$ cat src/rtl/imul_flags.sv
module imul_flags #(
  parameter int W = 32
) (
  input  logic         clk,
  input  logic         rst,
  input  logic         start,
  input  logic [1:0]   mode,
  input  logic [W-1:0] op_a,
  input  logic [W-1:0] op_b,
  output logic [W-1:0] res_hi,
  output logic [W-1:0] res_lo,
  output logic         carry,
  output logic         ovf,
  output logic         done
);
  localparam int CW = $clog2(W);
  localparam int PW = 2 * W;

  typedef enum logic [1:0] {S_IDLE, S_RUN, S_FIN} state_t;

  state_t          state;
  logic [CW-1:0]   cnt;
  logic [PW-1:0]   mcand, acc;
  logic [W-1:0]    mplier;
  logic [1:0]      mode_q;
  logic            neg;
  logic            busy;

  wire             sgn   = (mode != 2'b00);
  wire  [W-1:0]    mag_a = (sgn && op_a[W-1]) ? (~op_a + 1'b1) : op_a;
  wire  [W-1:0]    mag_b = (sgn && op_b[W-1]) ? (~op_b + 1'b1) : op_b;
  wire  [PW-1:0]   prod  = neg ? (~acc + 1'b1) : acc;
  wire  [W-1:0]    p_hi  = prod[PW-1:W];
  wire  [W-1:0]    p_lo  = prod[W-1:0];
  wire             fits  = (p_hi == {W{p_lo[W-1]}});
  wire             flag  = (mode_q == 2'b00) ? (p_hi != '0) : !fits;

  assign busy = (state != S_IDLE);
  assign ovf  = carry;

  always_ff @(posedge clk) begin
    if (rst) begin
      state  <= S_IDLE;
      cnt    <= '0;
      mcand  <= '0;
      acc    <= '0;
      mplier <= '0;
      mode_q <= 2'b00;
      neg    <= 1'b0;
      res_hi <= '0;
      res_lo <= '0;
      carry  <= 1'b0;
      done   <= 1'b0;
    end else begin
      done <= 1'b0;
      case (state)
        S_IDLE: if (start) begin
          state  <= S_RUN;
          cnt    <= '0;
          mcand  <= {{W{1'b0}}, mag_a};
          mplier <= mag_b;
          acc    <= '0;
          mode_q <= mode;
          neg    <= sgn && (op_a[W-1] ^ op_b[W-1]);
        end
        S_RUN: begin
          if (mplier[0]) acc <= acc + mcand;
          mcand  <= mcand << 1;
          mplier <= mplier >> 1;
          cnt    <= cnt + 1'b1;
          if (cnt == CW'(W - 1)) state <= S_FIN;
        end
        default: begin
          state  <= S_IDLE;
          res_lo <= p_lo;
          res_hi <= mode_q[1] ? '0 : p_hi;
          carry  <= flag;
          done   <= 1'b1;
        end
      endcase
    end
  end
endmodule


$ cat config.mk
export PLATFORM = sky130hd
export DESIGN_NAME = imul_flags
export DESIGN_NICKNAME = d
export VERILOG_FILES = /design/src/rtl/imul_flags.sv
export SDC_FILE = /design/constraint.sdc
export NUM_CORES = 1
export LEC_CHECK = 0
export BUFFER_PORTS_ARGS = -buffer_cell sky130_fd_sc_hd__buf_4
export CORE_MARGIN = 10
export CORE_UTILIZATION = 55
export DETAILED_ROUTE_END_ITERATION = 10
export PLACE_DENSITY_LB_ADDON = 0.12
export SLEW_MARGIN = 20
export SYNTH_ARGS = -nofsm -noshare
export SYNTH_HDL_FRONTEND = slang
export SYNTH_SLANG_ARGS = --single-unit
$ cat constraint.sdc
create_clock -name clk -period 3 [get_ports clk]
set_input_delay 0.45 -clock clk [delete_from_list [all_inputs] [get_ports clk]]
set_output_delay 0.45 -clock clk [all_outputs]
set_load 0.05 [all_outputs]
[Word level (Yosys, flattened, before mapping)]
Index checks and enable logic that the tools add are counted.
Operators by class
  add/sub/neg operators: 5
  equality and inequality tests: 6
  muxes and demuxes: 18
  bitwise gates (word level): 4
  reductions and logical operators: 14
Operator list (number)
  64-bit 2-to-1 mux: 4
  64-bit one-hot mux with 2 select lines: 2
  32-bit 2-to-1 mux: 4
  32-bit by 1-bit adder with 32-bit output (second input constant): 2
  64-bit by 1-bit adder with 64-bit output (second input constant): 1
  64-bit adder: 1
  32-bit NOT: 2
  64-bit NOT: 1
  32-bit one-hot mux with 2 select lines: 1
  32-bit equality test: 1
  32-bit nonzero test: 1
  5-bit one-hot mux with 2 select lines: 1
  2-bit inequality test (second input constant): 3
  2-bit AND reduction: 3
  5-bit by 1-bit adder with 5-bit output (second input constant): 1
  5-bit equality test (second input constant): 1
  5-bit 2-to-1 mux: 1
  2-bit zero test: 2
  2-bit 2-to-1 mux: 2
  2-bit one-hot mux with 2 select lines: 1
  2-bit nonzero test: 2
  1-bit logical AND: 3
  3-bit AND reduction: 1
  2-bit by 1-bit equality test with 1-bit output (second input constant): 1
  4 further kinds: 5
Word-level totals
  bits in registers: 236
  input bits: 69
  output and inout port bits: 67
  word-level logic and storage cells: 58

[Longest topological paths before layout]
  word-level depth: 6
  gate-level depth with buffers: 13
  depth with buffers taken out: 13

[Worst setup path after synthesis]
No wires, ideal clock.
  path kind: reg2reg
  start: register acc[40]
  end: register acc[61]
  setup time: 0.124 ns
  data arrival time: 3.060 ns
  required time: 2.876 ns
  setup slack: -0.185 ns
  cell stages (with the launch flop): 11
  path buffers: 1
  clock period less this slack: 3.185 ns
  cell sequence: dfxtp_1 > ha_1 > clkbuf_1 > nand2_1 > or3_1 > or4_1 > o41ai_2 > a211oi_1 > o41ai_1 > xnor2_1 > o21ai_1
Between the ends
  longest elaborated chain between the ends: 3
RTL lines
  start, declared: RTL line 23  | logic [PW-1:0] mcand, acc;
  start signal, assigned: RTL line 67  | if (mplier[0]) acc <= acc + mcand;
  64-bit adder: RTL line 67
  64-bit 2-to-1 mux: RTL line 67
  64-bit one-hot mux with 2 select lines: RTL line 56  | case (state)
Every way passes these cells. The select of a mux whose other input is x is not followed.
A chain may end at the register's enable or synchronous reset.

[Worst setup path in the final report]
  start: register acc[48]
  end: register carry
Between the ends
  longest elaborated chain between the ends: 6
  elaborated cells between the ends (all ways): 7
  those cells by class: add/sub (1); eq/ne (1); mux (2); bitwise (1); reduce/logical (2)
RTL lines
  64-bit NOT: RTL line 32  | wire [PW-1:0] prod = neg ? (~acc + 1'b1) : acc;
  64-bit by 1-bit adder with 64-bit output: RTL line 32
  64-bit 2-to-1 mux *: RTL line 32
  32-bit equality test: RTL line 35  | wire fits = (p_hi == {W{p_lo[W-1]}});
  1-bit zero test: RTL line 36  | wire flag = (mode_q == 2'b00) ? (p_hi != '0) : !fits;
  1-bit 2-to-1 mux *: RTL line 36
  end signal, assigned: RTL line 77  | carry <= flag;
  end, declared: RTL line 12  | output logic carry,
Mark *: on every way between the ends. The rest lies on a longest branch, timed or not.

==> impl_metrics.env <==
export IMPL_outcome="finished with violations"
export IMPL_violations="setup timing"
export IMPL_async_flop_share_pct=0
export IMPL_critPathKind="register to register"
export IMPL_clkSinkCount=236
export IMPL_fin_worst_skew_ps=17.45
export IMPL_nFillCells=1992
export IMPL_die_area_um2=34630
export IMPL_port_buffer_count=135
export IMPL_layoutNonFillerInstCount=2717
export IMPL_cp_max_fo=4
export IMPL_start_util_pct=56.14
export IMPL_grt_pass1_wl_um=81680
export IMPL_post_route_min_period_ps=3239
export IMPL_grt_antenna_before_repair=0
export IMPL_clock_latency_ps=540
export IMPL_setup_viol_count_final=11
export IMPL_syn_cell_area_um2=15170
export IMPL_yosysTopAreaCell="dfxtp_1"
export IMPL_synthDistinctLibCells=72
export IMPL_n_antenna_cell=0
export IMPL_required_ps=3420
export IMPL_holdBufCountCts=0
export IMPL_num_vias=16668
export IMPL_synthFlopType="dfxtp_1"
export IMPL_area_growth_pct=38.07
export IMPL_dpl_cell_area_um2=18960
export IMPL_setup_worst_path_end_class="register"
export IMPL_dp_cells=2646
export IMPL_clock_tree_buffer_depth=3
export IMPL_drtIter0Drc=1610
export IMPL_tritoncts="done"
export IMPL_die_w_um=186.1
export IMPL_drt_first_pass_iters=5
export IMPL_avgSynthCellArea_um2=7.821
export IMPL_htree_levels=1
export IMPL_tightestPinTransition_ps=1134
export IMPL_synth_area_leaders="dfxtp_1, a21oi_1, ha_1"
export IMPL_netlist_area_leader_share_pct=31.14
export IMPL_clockPowerShare_pct=40.9
export IMPL_stdcell_area_um2=20950
export IMPL_vias_per_cell=6.135
export IMPL_synth_nets=2078
export IMPL_crit_chain="or4_4 > or4_4 > or4b_4 > o41ai_4 > xor2_1 > nand4_1 > nor4_1 > and4_1 > a41o_1 > a21oi_1"
export IMPL_maxSlewHeadroom_pct=24.10
export IMPL_rsz0062_at_grt="true"
export IMPL_finalMaxSlewViolations=0
export IMPL_num_rows=60
export IMPL_layout_nets=2495
export IMPL_routed_wirelength_um=51950
export IMPL_cts_root_buffer="clkbuf_16"
export IMPL_path_clk_slew_ps=60
export IMPL_yosysWarnings=0
export IMPL_drcViolationCount=0
export IMPL_path_buf_inv=0
export IMPL_grt_pass1_vias=15881
export IMPL_fin_crit_sh_pct=108.0
export IMPL_routedWlPerCell_um=19.12
export IMPL_final_layout_size_suffix_gt1_share_pct=30.64
export IMPL_p_leak_nw=8.890
export IMPL_pwr_density_cell_nw_per_um2=392.3
export IMPL_synth_edf_count=0
export IMPL_max_stage_delay_ps=550
export IMPL_internal_power_mw=5.978
export IMPL_place_hpwl_um=38430
export IMPL_hp_class="input pin to register"
export IMPL_power_mw=8.218
export IMPL_maxCapViolations=0
export IMPL_final_hold_violation_count=0
export IMPL_power_switching_mw=2.240
export IMPL_critPathTopFamily="simple AND/OR/NAND/NOR gates"
export IMPL_synth_seq_cells=236
export IMPL_cts_buffers=27
export IMPL_ios=136
export IMPL_p_comb_share_pct=18.7
export IMPL_cp_slowest_cell="or4_4"
export IMPL_seqPwrFrac_pct=40.4
export IMPL_worst_ir_drop_vdd_v=0.0004286
export IMPL_detail_route_antenna_nets=0
export IMPL_synthTopCellsByCount="dfxtp_1, nor2_1, a21oi_1, nand2_1, clkbuf_1"
export IMPL_place_gp_congestion=1.009
export IMPL_worstSetupStartpointType="register"
export IMPL_cpMostUsedCell="or4_4"
export IMPL_setup_ws_ps=-239.3
export IMPL_cp_arrival_ps=3660
export IMPL_grt_max_degree=112
export IMPL_core_area_um2=27030
export IMPL_grt_ovfl_total=0
export IMPL_syn_inst=1940
export IMPL_switching_share_pct=27.26
export IMPL_yosysMostFrequentCell="dfxtp_1"
export IMPL_die_y_um=186.1
export IMPL_grt_total_usage_pct=28.56
export IMPL_seq_area_frac_synth_pct=31.14
export IMPL_fmax_mhz=308.7
-- registers in the layout, summed over array words and instances (netlist names) --
register  flops
res_hi       32
res_lo       32
carry         1
acc          64
state         2
mcand        64
mplier       32
mode_q        2
cnt           5
done          1
neg           1
-- cell usage in the layout, fill, tap and decap left out, drive strengths merged, types with 6 or more instances in the layout --
master and instances:
a211oi 43, inv 34, nor4 23, and3 7
o21ai 105, a32o 6, mux2i 16, o21bai 17
a22oi 54, nand2b 19, or2 9, nand3b 7
and4 8, clkinv 7, xor2 74, nor2b 36
buf 514, clkbuf 39, ha 68, nor3 39
or4 22, nor2 220, o31ai 32, a21o 30
or3 24, xnor2 93, nand4 23, a21oi 186
dfxtp 236, a31oi 9, nand3 31, nand2 180
o21a 14, o41ai 27, o221ai 62
-- per-stage QoR --
step	worst slack, ps	utilization, %	setup TNS [ps]	hold WS (ps)
after floorplan	-60.20	-	-60.20	431.7
after global placement	-215.3	70.14	-1547	437.7
after detailed placement	-340.3	70.14	-3190	447.8
after CTS	-167.5	74.78	-200.3	177.0
after global routing	-385.9	77.52	-2697	211.3
final	-239.3	77.52	-1187	199.1
-- worst reg2reg max path: stages, from the launching register on --
cell and delay (ps):
dfxtp_2 320, or4_4 550, or4_4 470, or4b_4 510
o41ai_4 230, xor2_1 260, nand4_1 130, nor4_1 180
and4_1 280, a41o_1 170, a21oi_1 40
-- cell type report --
type	count	area, um^2	area share [%]
Multi-Input combinational cell	1542	10730	51.22
Sequential cell	236	4770	22.77
Timing Repair Buffer	515	3984	19.02
Clock buffer	38	777.0	3.709
Tap cell	341	426.7	2.037
Inverter	35	133.9	0.6390
Clock inverter	10	127.6	0.6092
-- cell families (layout without fill, tap and decap cells) --
logic type | count (synthesis) | after routing | share of synthesized area (%)
AOI/OAI and AO/OA | 627 | 627 | 27.47
xor gates and xnor gates | 167 | 167 | 9.640
adders and majority gates | 69 | 69 | 5.739
buffers and inverters | 162 | 598 | 4.057
DFF | 236 | 236 | 31.14
muxes | 16 | 16 | 1.055
and+or+nand+nor | 663 | 663 | 20.90
-- path summary, 6_finish.rpt --
check                               start                       to  slack (ps)  cells past startpoint
hold / removal                    mode[1]   mode_q[1]$_SDFFE_PP0P_         200                      3
hold reg to reg   mplier[27]$_SDFFE_PP0P_  mplier[27]$_SDFFE_PP0P_         450                      2
setup / recovery     acc[48]$_SDFFE_PP0P_       carry$_SDFFE_PP0P_        -240                     10
setup reg to reg     acc[48]$_SDFFE_PP0P_       carry$_SDFFE_PP0P_        -240                     10
-- repair_timing --
action | 4_1_cts | 5_1_grt
endpoints found under the setup margin | 24 | 32
resized for setup | 59 | 141
endpoints found under the hold margin | 0 | 0
pin swaps | 26 | 47
buffers inserted | 9 | 15
-- layer usage --
layer | up-vias | part of all wire (%) | wire (um) | track usage (%)
met5 | - | 0 | 0 | 0
met4 | 0 | 2.3 | 1184 | 7.707
met3 | 94 | 8.8 | 4552 | 5.089
met2 | 733 | 45 | 23370 | 45.18
met1 | 7840 | 44 | 22840 | 39.04
li1 | 8001 | - | - | -
-- power groups by stage --
stage | clock network, mW | logic [mW] | registers (mW)
after global placement | 0 | 1.38 | 3.37
after detailed placement | 0 | 1.41 | 3.37
after floorplan | 0 | 0.797 | 3.36
final | 3.37 | 1.53 | 3.32
after CTS | 3.41 | 1.45 | 3.31
after global routing | 3.52 | 1.65 | 3.33
Power figures use the tool's default switching activity.
